<file path="src/rtl/pwm_pkg.sv">
package pwm_pkg;
  // control register bit positions (address 0)
  localparam int B_EN   = 0;
  localparam int B_POL  = 1;
  localparam int B_IE   = 2;
  localparam int B_DOUT = 3;
  localparam int B_STAT = 4;
  localparam int B_FLAG = 5;
  localparam int B_DIV  = 8;

  typedef enum logic [1:0] {
    A_CTRL = 2'd0,
    A_PER  = 2'd1,
    A_WID  = 2'd2,
    A_RSV  = 2'd3
  } reg_addr_e;
endpackage

</file>
<file path="src/rtl/pwm_prescaler.sv">
module pwm_prescaler #(
  parameter int PRE_W = 8
) (
  input  logic             clk,
  input  logic             rst_n,
  input  logic             run,
  input  logic             tick,
  input  logic [PRE_W-1:0] div,
  output logic             step
);
  logic [PRE_W-1:0] pc;

  function automatic logic at_terminal(input logic [PRE_W-1:0] c,
                                       input logic [PRE_W-1:0] d);
    return c == d;
  endfunction

  assign step = run && tick && at_terminal(pc, div);

  always_ff @(posedge clk) begin
    if (!rst_n || !run) pc <= '0;
    else if (tick)      pc <= at_terminal(pc, div) ? '0 : pc + 1'b1;
  end
endmodule

</file>
<file path="src/rtl/pwm_counter.sv">
module pwm_counter #(
  parameter int CNT_W = 16
) (
  input  logic             clk,
  input  logic             rst_n,
  input  logic             restart,
  input  logic             step,
  input  logic [CNT_W-1:0] sh_per,
  input  logic [CNT_W-1:0] sh_wid,
  output logic [CNT_W-1:0] cnt,
  output logic [CNT_W-1:0] act_per,
  output logic [CNT_W-1:0] act_wid,
  output logic             wrap,
  output logic             active
);
  function automatic logic period_done(input logic [CNT_W-1:0] c,
                                       input logic [CNT_W-1:0] p);
    return (p == '0) || (c >= p - 1'b1);
  endfunction

  function automatic logic duty_on(input logic [CNT_W-1:0] c,
                                   input logic [CNT_W-1:0] w);
    return (w != '0) && (c < w);
  endfunction

  assign wrap   = step && period_done(cnt, act_per);
  assign active = duty_on(cnt, act_wid);

  always_ff @(posedge clk) begin
    if (!rst_n) begin
      cnt     <= '0;
      act_per <= '0;
      act_wid <= '0;
    end else if (restart || wrap) begin
      cnt     <= '0;
      act_per <= sh_per;
      act_wid <= sh_wid;
    end else if (step) begin
      cnt <= cnt + 1'b1;
    end
  end
endmodule

</file>
<file path="src/rtl/pwm_chan.sv">
module pwm_chan #(
  parameter int CNT_W = 16,
  parameter int PRE_W = 8
) (
  input  logic             clk,
  input  logic             rst_n,
  input  logic             tick_in,
  input  logic             wr_en,
  input  logic [1:0]       wr_addr,
  input  logic [CNT_W-1:0] wr_data,
  input  logic [1:0]       rd_addr,
  output logic [CNT_W-1:0] rd_data,
  output logic             pin_out,
  output logic             irq
);
  import pwm_pkg::*;

  localparam int DIV_HI = B_DIV + PRE_W - 1;

  logic             en_q, pol_q, ie_q, dout_q, flag_q;
  logic [PRE_W-1:0] div_q;
  logic [CNT_W-1:0] sh_per, sh_wid;
  logic [CNT_W-1:0] cnt, act_per, act_wid;
  logic             step, wrap, active;

  // named events for the checker
  logic wr_ctrl, restart, wr_clr;
  assign wr_ctrl = wr_en && (wr_addr == A_CTRL);
  assign restart = wr_ctrl && wr_data[B_EN] && !en_q;
  assign wr_clr  = wr_ctrl && wr_data[B_FLAG];

  always_ff @(posedge clk) begin
    if (!rst_n) begin
      en_q   <= 1'b0;
      pol_q  <= 1'b0;
      ie_q   <= 1'b0;
      dout_q <= 1'b0;
      div_q  <= '0;
      sh_per <= '0;
      sh_wid <= '0;
    end else if (wr_en) begin
      case (wr_addr)
        A_CTRL: begin
          en_q   <= wr_data[B_EN];
          pol_q  <= wr_data[B_POL];
          ie_q   <= wr_data[B_IE];
          dout_q <= wr_data[B_DOUT];
          div_q  <= wr_data[DIV_HI:B_DIV];
        end
        A_PER:   sh_per <= wr_data;
        A_WID:   sh_wid <= wr_data;
        default: ;
      endcase
    end
  end

  always_ff @(posedge clk) begin
    if (!rst_n)      flag_q <= 1'b0;
    else if (wrap)   flag_q <= 1'b1;
    else if (wr_clr) flag_q <= 1'b0;
  end

  pwm_prescaler #(.PRE_W(PRE_W)) u_pre (
    .clk  (clk),
    .rst_n(rst_n),
    .run  (en_q),
    .tick (tick_in),
    .div  (div_q),
    .step (step)
  );

  pwm_counter #(.CNT_W(CNT_W)) u_cnt (
    .clk    (clk),
    .rst_n  (rst_n),
    .restart(restart),
    .step   (step),
    .sh_per (sh_per),
    .sh_wid (sh_wid),
    .cnt    (cnt),
    .act_per(act_per),
    .act_wid(act_wid),
    .wrap   (wrap),
    .active (active)
  );

  assign pin_out = en_q ? (pol_q ? active : !active) : dout_q;
  assign irq     = flag_q && ie_q;

  always_comb begin
    rd_data = '0;
    case (rd_addr)
      A_CTRL: begin
        rd_data[B_EN]          = en_q;
        rd_data[B_POL]         = pol_q;
        rd_data[B_IE]          = ie_q;
        rd_data[B_DOUT]        = dout_q;
        rd_data[B_STAT]        = pin_out;
        rd_data[B_FLAG]        = flag_q;
        rd_data[DIV_HI:B_DIV]  = div_q;
      end
      A_PER:   rd_data = sh_per;
      A_WID:   rd_data = sh_wid;
      default: rd_data = '0;
    endcase
  end
endmodule

</file>
<file path="config.mk">
export PLATFORM = sky130hd
export DESIGN_NAME = pwm_chan
export DESIGN_NICKNAME = d
export VERILOG_FILES = /design/src/rtl/pwm_pkg.sv /design/src/rtl/pwm_prescaler.sv /design/src/rtl/pwm_counter.sv /design/src/rtl/pwm_chan.sv
export SDC_FILE = /design/constraint.sdc
export NUM_CORES = 1
export LEC_CHECK = 0
export BUFFER_PORTS_ARGS = -buffer_cell sky130_fd_sc_hd__buf_4
export CAP_MARGIN = 30
export CORE_MARGIN = 2
export CORE_UTILIZATION = 52
export CTS_CLUSTER_SIZE = 16
export DETAILED_ROUTE_END_ITERATION = 8
export GPL_ROUTABILITY_DRIVEN = 0
export PLACE_DENSITY = 0.74
export SYNTH_ARGS = -nofsm -noshare
export SYNTH_HDL_FRONTEND = slang
export SYNTH_SLANG_ARGS = --single-unit
</file>
<file path="constraint.sdc">
create_clock -name clk -period 7.1 [get_ports clk]
set_clock_uncertainty 0.1 [all_clocks]
set_input_delay 0.71 -clock clk [delete_from_list [all_inputs] [get_ports clk]]
set_output_delay 0.71 -clock clk [all_outputs]
set_load 0.01 [all_outputs]
</file>
# After elaboration in Yosys (flattened, before gate mapping)
# Cells that the tools add are included.
# Widths: inputs -> output; s select.
dict set report totals {
  regBits 101
  in_bits 24
  out_inout_bits 18
  wordCells 55
}
dict set report op_classes {
  addsub 3
  n_lt_le_gt_ge 2
  n_eq_ne 5
  mux 8
  n_bitwise 1
  n_reduce_logical 24
}
# op n
set ops {}
lappend ops {{$pmux 8 s3} 1}
lappend ops {{$pmux 6 s3} 1}
lappend ops {{$add 16x1->16 const B} 1}
lappend ops {{$ge 16x16->1} 1}
lappend ops {{$logic_not 16->1} 1}
lappend ops {{$lt 16x16->1} 1}
lappend ops {{$reduce_bool 16->1} 1}
lappend ops {{$sub 16x1->16 const B} 1}
lappend ops {{$logic_and 1x1->1} 9}
lappend ops {{$add 8x1->8 const B} 1}
lappend ops {{$eq 8x8->1} 1}
lappend ops {{$mux 8} 1}
lappend ops {{$reduce_and 2->1} 3}
lappend ops {{$eq 2x1->1 const B} 2}
lappend ops {{$eq 2x2->1 const B} 2}
lappend ops {{$logic_not 2->1} 2}
lappend ops {{$mux 1} 4}
lappend ops {{$pmux 2 s2} 1}
lappend ops {{$logic_not 1->1} 3}
lappend ops {{$logic_or 1x1->1} 3}
lappend ops {{$reduce_bool 2->1} 1}
lappend ops {{$reduce_or 2->1} 1}
lappend ops {{$not 1->1} 1}

# Depth between registers and ports, before layout
# Gate-level depths: netlist of the first run.
dict set report depth {
  depth_word 6
  mapped_depth 14
}

# By module
# Synthesis of the first run repeated with hierarchy kept, for this count alone.
dict set report unflattened {
  cells_unflattened 799
  area_unflattened_um2 6660.1
}
# mod n_inst cells_each area_per_inst_um2 seq_area_each_um2
set by_module_without_submodules {}
lappend by_module_without_submodules {pwm_counter 1 502 4157.7 960.9}
lappend by_module_without_submodules {pwm_chan 1 248 2062.0 900.9}
lappend by_module_without_submodules {pwm_prescaler 1 49 440.4 160.2}

# Worst setup path before layout of the first run
# OpenSTA, ideal clock, no wires.
dict set report synth_path {
  path_kind {register -> register}
  from {reg u_cnt.act_per[6]}
  to {reg u_cnt.act_per[10]}
  setup_ns 0.072
  arrival_time_ns 3.092
  t_required_ns 6.928
  path_slack_ns 3.837
  stages_incl_launch_ff 15
  path_buffers 2
  cell_sequence {dfxtp_1 -> or4_4 -> nor4_4 -> or2b_1 -> nor3_1 -> xnor2_1 -> ha_1 -> nand4_1 -> inv_1 -> a221oi_1 -> o311a_2 -> a21o_1 -> buf_6 -> buf_12 -> mux2i_1}
}
dict set report synth_via {
  elab_chain_cells 5
  word_cells_on_any_way 6
  classes_between {add/sub: 1; order compare: 1; reduce/logical: 4}
}
# item line
set synth_lines {}
lappend synth_lines {{start, declared} pwm_counter.sv:11} ;# output logic [CNT_W-1:0] act_per,
lappend synth_lines {{start signal, assigned} pwm_counter.sv:36} ;# act_per <= sh_per;
lappend synth_lines {{$sub 16x1->16} pwm_counter.sv:18} ;# return (p == '0) || (c >= p - 1'b1);
lappend synth_lines {{$ge 16x16->1} pwm_counter.sv:18}
lappend synth_lines {{$logic_or 1x1->1 (*)} pwm_counter.sv:18}
lappend synth_lines {{$logic_and 1x1->1 (*)} pwm_counter.sv:26} ;# assign wrap = step && period_done(cnt, act_per);
lappend synth_lines {{$logic_or 1x1->1 (*)} pwm_counter.sv:34} ;# end else if (restart || wrap) begin
# Every way passes the cells marked *; elsewhere a longest branch is shown, timed or not.
# A chain may end at the register's enable or synchronous reset.

# Worst setup path in the final report of the first run
dict set report layout_path {
  from {reg u_cnt.act_per[6]}
  to {reg u_cnt.act_wid[13]}
}
dict set report layout_via {
  elab_chain_cells 5
  word_cells_on_any_way 6
  classes_between {add/sub: 1; order compare: 1; reduce/logical: 4}
}
# item line
set layout_lines {}
lappend layout_lines {{$sub 16x1->16} pwm_counter.sv:18}
lappend layout_lines {{$ge 16x16->1} pwm_counter.sv:18}
lappend layout_lines {{$logic_or 1x1->1 (*)} pwm_counter.sv:18}
lappend layout_lines {{$logic_and 1x1->1 (*)} pwm_counter.sv:26}
lappend layout_lines {{$logic_or 1x1->1 (*)} pwm_counter.sv:34}
lappend layout_lines {{end signal, assigned} pwm_counter.sv:37} ;# act_wid <= sh_wid;
lappend layout_lines {{end, declared} pwm_counter.sv:12} ;# output logic [CNT_W-1:0] act_wid,
# Marked as above.

==> results of run 1 <==
[routing by layer]
layer / track usage (%) / share of wire (%) / wire length (um) / vias to the layer above
met3: 5.46 / 7.3 / 999 / 22
li1: - / - / - / 2315
met5: 0 / 0 / 0 / -
met1: 33.1 / 43 / 5910 / 2218
met4: 8.27 / 1.8 / 252 / 0
met2: 41.7 / 47 / 6470 / 156
[how the worst min path moves through the flow]
stage                                      start                            end  slack, ns  cells after the start
after floorplan              flag_q$_SDFFE_PN0P_            flag_q$_SDFFE_PN0P_       0.34                      2
after global placement         ie_q$_SDFFE_PN0P_              ie_q$_SDFFE_PN0P_       0.36                      2
after detailed placement  sh_per[0]$_SDFFE_PN0P_  u_cnt.act_per[0]$_SDFFE_PN0P_       0.36                      2
after CTS                 sh_per[0]$_SDFFE_PN0P_  u_cnt.act_per[0]$_SDFFE_PN0P_       0.37                      2
after global routing      sh_per[0]$_SDFFE_PN0P_  u_cnt.act_per[0]$_SDFFE_PN0P_       0.40                      2
final                     sh_per[0]$_SDFFE_PN0P_  u_cnt.act_per[0]$_SDFFE_PN0P_       0.38                      2
[state kept, by name, indices dropped and copies added (netlist names), 8 cells and up]
register and count:
u_cnt.act_per 16, u_cnt.cnt 16, u_cnt.act_wid 16, div_q 8
u_pre.pc 8, sh_per 16, sh_wid 16
[worst min-delay path, stage by stage, from the launching register on]
cell and delay [ns]:
dfxtp_1 0.34, nand2_1 0.05, mux2i_1 0.05
[stage by stage]
stage	setup WS (ns)	hold WS, ns	std cells	cell area, sq um	utilization [%]
2_1_floorplan	3.84	0.344	661	5420	-
3_3_place_gp	3.51	0.356	807	5730	56.0
3_5_place_dp	3.34	0.362	807	5730	56.0
4_1_cts	3.29	0.373	823	5950	58.1
5_1_grt	3.04	0.395	823	5950	58.1
6_report	3.23	0.378	823	5950	58.1
[cell usage in the layout, fill, tap and decap left out, types with 2 or more instances in the layout]
cell type,Yosys,final
nor2_1,40,40
nor2b_1,3,3
mux2i_1,34,34
nand3_1,6,6
o21ai_0,4,4
o211ai_1,2,2
and3b_1,2,2
nand2_1,173,173
inv_8,0,3
a22oi_1,2,2
a21oi_1,52,52
nor3_1,25,25
ha_1,39,39
nand3b_1,3,3
nor3b_1,2,2
inv_1,25,25
buf_4,0,44
xor2_1,17,17
a221oi_1,2,2
a222oi_1,13,13
a21o_1,3,3
clkbuf_8,0,9
nor4_1,9,9
dfxtp_1,101,101
nand4_1,12,12
a211oi_1,3,3
clkinvlp_4,0,2
and4_1,2,2
and3_1,3,3
nand2b_1,2,2
xnor2_1,27,27
[power by group]
part	internal, mW	total (mW)	switching (mW)
clock	0.172	0.394	0.223
combinational	0.0366	0.0958	0.0593
sequential	0.576	0.586	0.0102
total	0.784	1.08	0.292
[final cells by class]
cell class | instances | area share, %
inverters | 26 | 1.64
multi-input cells | 500 | 52.4
clock buffers | 9 | 2.08
flip-flops and latches | 101 | 34.0
repair buffers | 44 | 5.56
clock inverters | 7 | 1.47
well taps | 136 | 2.86
[cell families after synthesis]
| family | after synthesis | share of synthesized area, % |
|---|---|---|
| AOI/OAI and AO/OA | 92 | 11.1 |
| muxes | 35 | 6.49 |
| xor gates and xnor gates | 44 | 7.11 |
| buffers and inverters | 60 | 5.22 |
| DFF | 101 | 37.3 |
| adders and majority gates | 39 | 9.00 |
| and+or+nand+nor | 290 | 23.8 |
==> impl_metrics.toml, run 1 <==
[power_and_ir_drop]
vdd_drop_max_mv = 0.108
fin_total_pwr_mw = 1.08
power-per-cell-area_nw_per_um2 = 181
p_leak_nw = 2.44

[setup_path]
end_kind = "register"
worstPathCellList = "or4_4 -> nor4_4 -> or2b_1 -> nor2_1 -> xnor2_1 -> ha_1 -> a21oi_1 -> nand2_1 -> a221oi_1 -> o311a_2 -> a21o_1 -> buf_4 -> mux2i_1"
crit_end = "u_cnt.act_wid[13]$_SDFFE_PN0P_"
critPathRequiredTime_ns = 7.30
max_stage_delay_ns = 0.59
cp-startpoint = "u_cnt.act_per[6]$_SDFFE_PN0P_"
startpoint_type = "register"
cp_data_arrival_time_ns = 4.07
crit_slowest_cell = "or4_4"
reg2reg_slack_ns = 3.23
crit-reg2reg-launch = "u_cnt.act_per[6]$_SDFFE_PN0P_"
cp.depth = 13
cpLargestDelayFamily = "simple AND/OR/NAND/NOR gates"
setup.worst_path.class = "register to register"
timing.rr.end = "u_cnt.act_wid[13]$_SDFFE_PN0P_"
worst_r2r_path_depth = 13
cp_max_fo = 32
crit_buf_inv = 1

[clocking]
clockBufferDepth = 2
cts_tree = "built"
post_cts_buffers = 0
clock_sinks = 101
post_cts_resized = 0
cts_inserted_buffers = 9
clkLatencyLatePin_ns = 0.38
ctsHoldBuffers = 0
cts.clk_slew.worst_paths_ns = 0.10
ctsRootBufferMaster = "clkbuf_8"
htreeDepth = 3

[layout]
fin_nets = 745
n_antenna_cell = 0
multi_input_area_sq_um = 3110
fillers = 890
drive_above_1_share_pct = 9.90
syn_to_final_growth_pct = 9.72
register_area_sq_um = 2020

[logic_synthesis]
synth_warnings = 0
syn_area_per_cell_sq_um = 8.20
syn-num-nets = 724
synth_top_area_share_pct = 37.3
syn_inst = 661
async_flop_share_pct = 0
synth_area_sq_um = 5420
synth_area_leaders = "dfxtp_1 37%, nand2_1 12%, ha_1 9.0%"
post-synth-top-count-cell = "nand2_1"
synth_edf_count = 0
ys.flop_type = "dfxtp_1"
synthTopCellsByCount = "173 x nand2_1, 101 x dfxtp_1, 52 x a21oi_1, 40 x nor2_1, 39 x ha_1"
ys_ff_latch = 101
yosysSeqAreaShare_pct = 37.3
ys_types = 52
yosys.area.top_type = "dfxtp_1"

[sta]
hold_viol = 0
finalCritPeriodShare_pct = 54.5
drv_slew = 0
tightest_slew_ns = 0.784
setup_tns_ns = 0
fin_crit_ns = 3.87
fmax_mhz = 258
slew_headroom_pct = 47.6
grt_setup_unrepaired = "no"
setup_viol = 0

[floorplan]
dieWidth_um = 106
die-area_sq_um = 11300
initial_core_util_pct = 53.0
fp.dieH_um = 106
rows = 37
core_sq_um = 10200
pin_count = 42

[placement]
io_buffers = 41
dp_hpwl_um = 10100

[status]
status = "finished, final reports clean"

[global_route]
antenna_found_initial = 0
grt_pass1_vias = 4565
grt_overflow = 0
grt_pass1_wl_um = 22600
grt_max_degree = 67
track_usage_pct = 25.3

[detailed_routing]
route.vias.total = 4711
vias_per_cell = 5.72
post-route-drc-count = 0
wl_per_cell_um = 16.6
drtPass1Iterations = 6
postRouteWirelength_um = 13600
antenna_left = 0
drtIter0Drc = 377

[min_path]
hold_path_class = "register to register"

[flow_run]
maxCapViolCount = 0
No activity file was read; power rests on OpenSTA's default activity.
==> run 2: changes to the inputs <==
--- a/config.mk
+++ b/config.mk
@@ -12,7 +12,7 @@
 export CTS_CLUSTER_SIZE = 16
 export DETAILED_ROUTE_END_ITERATION = 8
 export GPL_ROUTABILITY_DRIVEN = 0
-export PLACE_DENSITY = 0.74
+export PLACE_DENSITY = 0.76
 export SYNTH_ARGS = -nofsm -noshare
 export SYNTH_HDL_FRONTEND = slang
 export SYNTH_SLANG_ARGS = --single-unit
==> constraint.sdc (replaced) <==
create_clock -name clk -period 3.2 [get_ports clk]
set_clock_uncertainty 0.1 [all_clocks]
set_input_delay 0.32 -clock clk [delete_from_list [all_inputs] [get_ports clk]]
set_output_delay 0.32 -clock clk [all_outputs]
set_load 0.01 [all_outputs]
==> run 2 against run 1 <==
Hold slack got worse by 0.29 ns; power grew 120%; critical endpoint is now u_cnt.act_per[12]$_SDFFE_PN0P_; critical path type unchanged; utilization rose by 4.9 points; the run now ends with negative setup slack left; maximum frequency is 14% higher; largest cell class unchanged; clock power grew 110%.
==> impl_metrics.toml, run 2 (synthesis gave the netlist of run 1 again) <==
[status]
status = "complete, but fails checks"
failed_checks = "negative setup slack"

[global_route]
antenna_found_initial = 0
track_usage_pct = 26.1
grt_overflow = 0
grt_max_degree = 67
grt_pass1_vias = 4786
grt_pass1_wl_um = 23300

[power_and_ir_drop]
vdd_drop_max_mv = 0.268
p_leak_nw = 2.67
power-per-cell-area_nw_per_um2 = 369

[placement]
place_ws_ns = -0.256
dp_hpwl_um = 10200
io_buffers = 41

[clocking]
cts_tree = "built"
cts_inserted_buffers = 9
clock_sinks = 101
ctsRootBufferMaster = "clkbuf_8"
clkLatencyLatePin_ns = 0.39
ctsHoldBuffers = 0
clockBufferDepth = 2
cts.clk_slew.worst_paths_ns = 0.11
htreeDepth = 3

[floorplan]
die-area_sq_um = 11300
initial_core_util_pct = 53.0
fp.dieH_um = 106
pin_count = 42
rows = 37
dieWidth_um = 106
core_sq_um = 10200

[detailed_routing]
route.vias.total = 4982
drtPass1Iterations = 6
vias_per_cell = 5.86
wl_per_cell_um = 17.6
drtIter0Drc = 445
antenna_left = 0
postRouteWirelength_um = 14900
post-route-drc-count = 0

[sta]
slew_headroom_pct = 49.3
fin_hold_ws_ns = 0.0839
tightest_slew_ns = 0.758
setup_ws_ns = -0.200
grt_setup_unrepaired = "yes"
setup_viol = 49
fmax_mhz = 294
fin_crit_ns = 3.40
hold_viol = 0
finalCritPeriodShare_pct = 106
drv_slew = 0
setup_tns_ns = -7.77

[layout]
drive_above_1_share_pct = 18.5
n_antenna_cell = 0
fin_nets = 772
most-common-layout-cells = "173 x nand2_1, 89 x dfxtp_1, 65 x buf_4"
syn_to_final_growth_pct = 18.9
fillers = 833
register_area_sq_um = 2040
final_common_cell = "nand2_1"
multi_input_area_sq_um = 3320

[flow_run]
maxCapViolCount = 0

[setup_path]
cp_max_fo = 8
cp_data_arrival_time_ns = 3.62
end_kind = "register"
startpoint_type = "register"
critPathRequiredTime_ns = 3.42
reg2reg_slack_ns = -0.20
setup.worst_path.class = "register to register"

[min_path]
hold_path_class = "input port to register"
## run 2: cell count changes in the layout (fill, tap and decap cells not counted), moves of 2 or more
| cell | before | now |
|---|---|---|
| a221oi_1 | 2 | 0 |
| a221oi_2 | 0 | 2 |
| buf_12 | 0 | 3 |
| buf_4 | 44 | 65 |
| clkbuf_16 | 0 | 2 |
| clkinvlp_4 | 2 | 0 |
| dfxtp_1 | 101 | 89 |
| dfxtp_2 | 0 | 12 |
| ha_1 | 39 | 36 |
| ha_4 | 0 | 3 |
| inv_6 | 1 | 3 |
| nor3_1 | 25 | 14 |
| nor3_2 | 0 | 10 |
| nor4_1 | 9 | 7 |
## run 2: area by class of cell
| class | instances | share of cell area, % |
|---|---|---|
| clock buffer | 10 | 2.14 |
| clock inverter | 6 | 0.893 |
| inverter | 26 | 1.51 |
| multi-input combinational | 500 | 51.5 |
| sequential | 101 | 31.6 |
| tap | 136 | 2.64 |
| timing repair buffer | 71 | 9.71 |
## run 2: per-layer routing
| layer | part of all wire (%) | GRT usage [%] | vias up |
|---|---|---|---|
| met3 | 6.7 | 4.97 | 48 |
| met4 | 3.5 | 11.5 | 0 |
| li1 | - | - | 2362 |
| met5 | 0 | 0 | - |
| met1 | 42 | 33.4 | 2355 |
| met2 | 48 | 43.1 | 217 |
## run 2: power breakdown
part	leakage, nW	internal, mW	switching (mW)	total [mW]
clock network	0.102	0.325	0.499	0.824
logic	1.74	0.106	0.148	0.254
registers	0.823	1.28	0.0222	1.30
## run 2: critical path, stage by stage, from the launching register on
cell       delay (ns)
dfxtp_1          0.33
or4_4            0.55
nor4_4           0.16
or2b_1           0.30
nor2_2           0.14
xnor2_2          0.15
ha_4             0.25
a21oi_2          0.18
nand2_1          0.08
a221oi_2         0.27
o311a_2          0.25
a21o_4           0.21
clkbuf_16        0.19
mux2i_1          0.18
## run 2: metrics by stage
step / utilization, % / instances / power [mW] / area (sq um)
after floorplan: - / 661 / 1.46 / 5430
after global placement: 57.6 / 824 / 1.54 / 5900
after detailed placement: 57.6 / 824 / 1.55 / 5900
after CTS: 60.5 / 843 / 2.36 / 6190
after global routing: 63.0 / 850 / 2.45 / 6440
final: 63.0 / 850 / 2.38 / 6440
## run 2: worst paths after layout
path	start	endpoint	cells past startpoint
min	wr_data[8]	div_q[0]$_SDFFE_PN0P_	3
min reg2reg	ie_q$_SDFFE_PN0P_	ie_q$_SDFFE_PN0P_	2
max	u_cnt.act_per[9]$_SDFFE_PN0P_	u_cnt.act_per[12]$_SDFFE_PN0P_	13
max reg2reg	u_cnt.act_per[9]$_SDFFE_PN0P_	u_cnt.act_per[12]$_SDFFE_PN0P_	13
## run 2: timing repair
item | 4_1_cts | 5_1_grt
gates cloned | 1 | 2
hold endpoints to repair | 0 | 0
buffers inserted | 2 | 5
pin swaps | 12 | 8
setup endpoints to repair | 49 | 51
gates resized for setup | 12 | 33
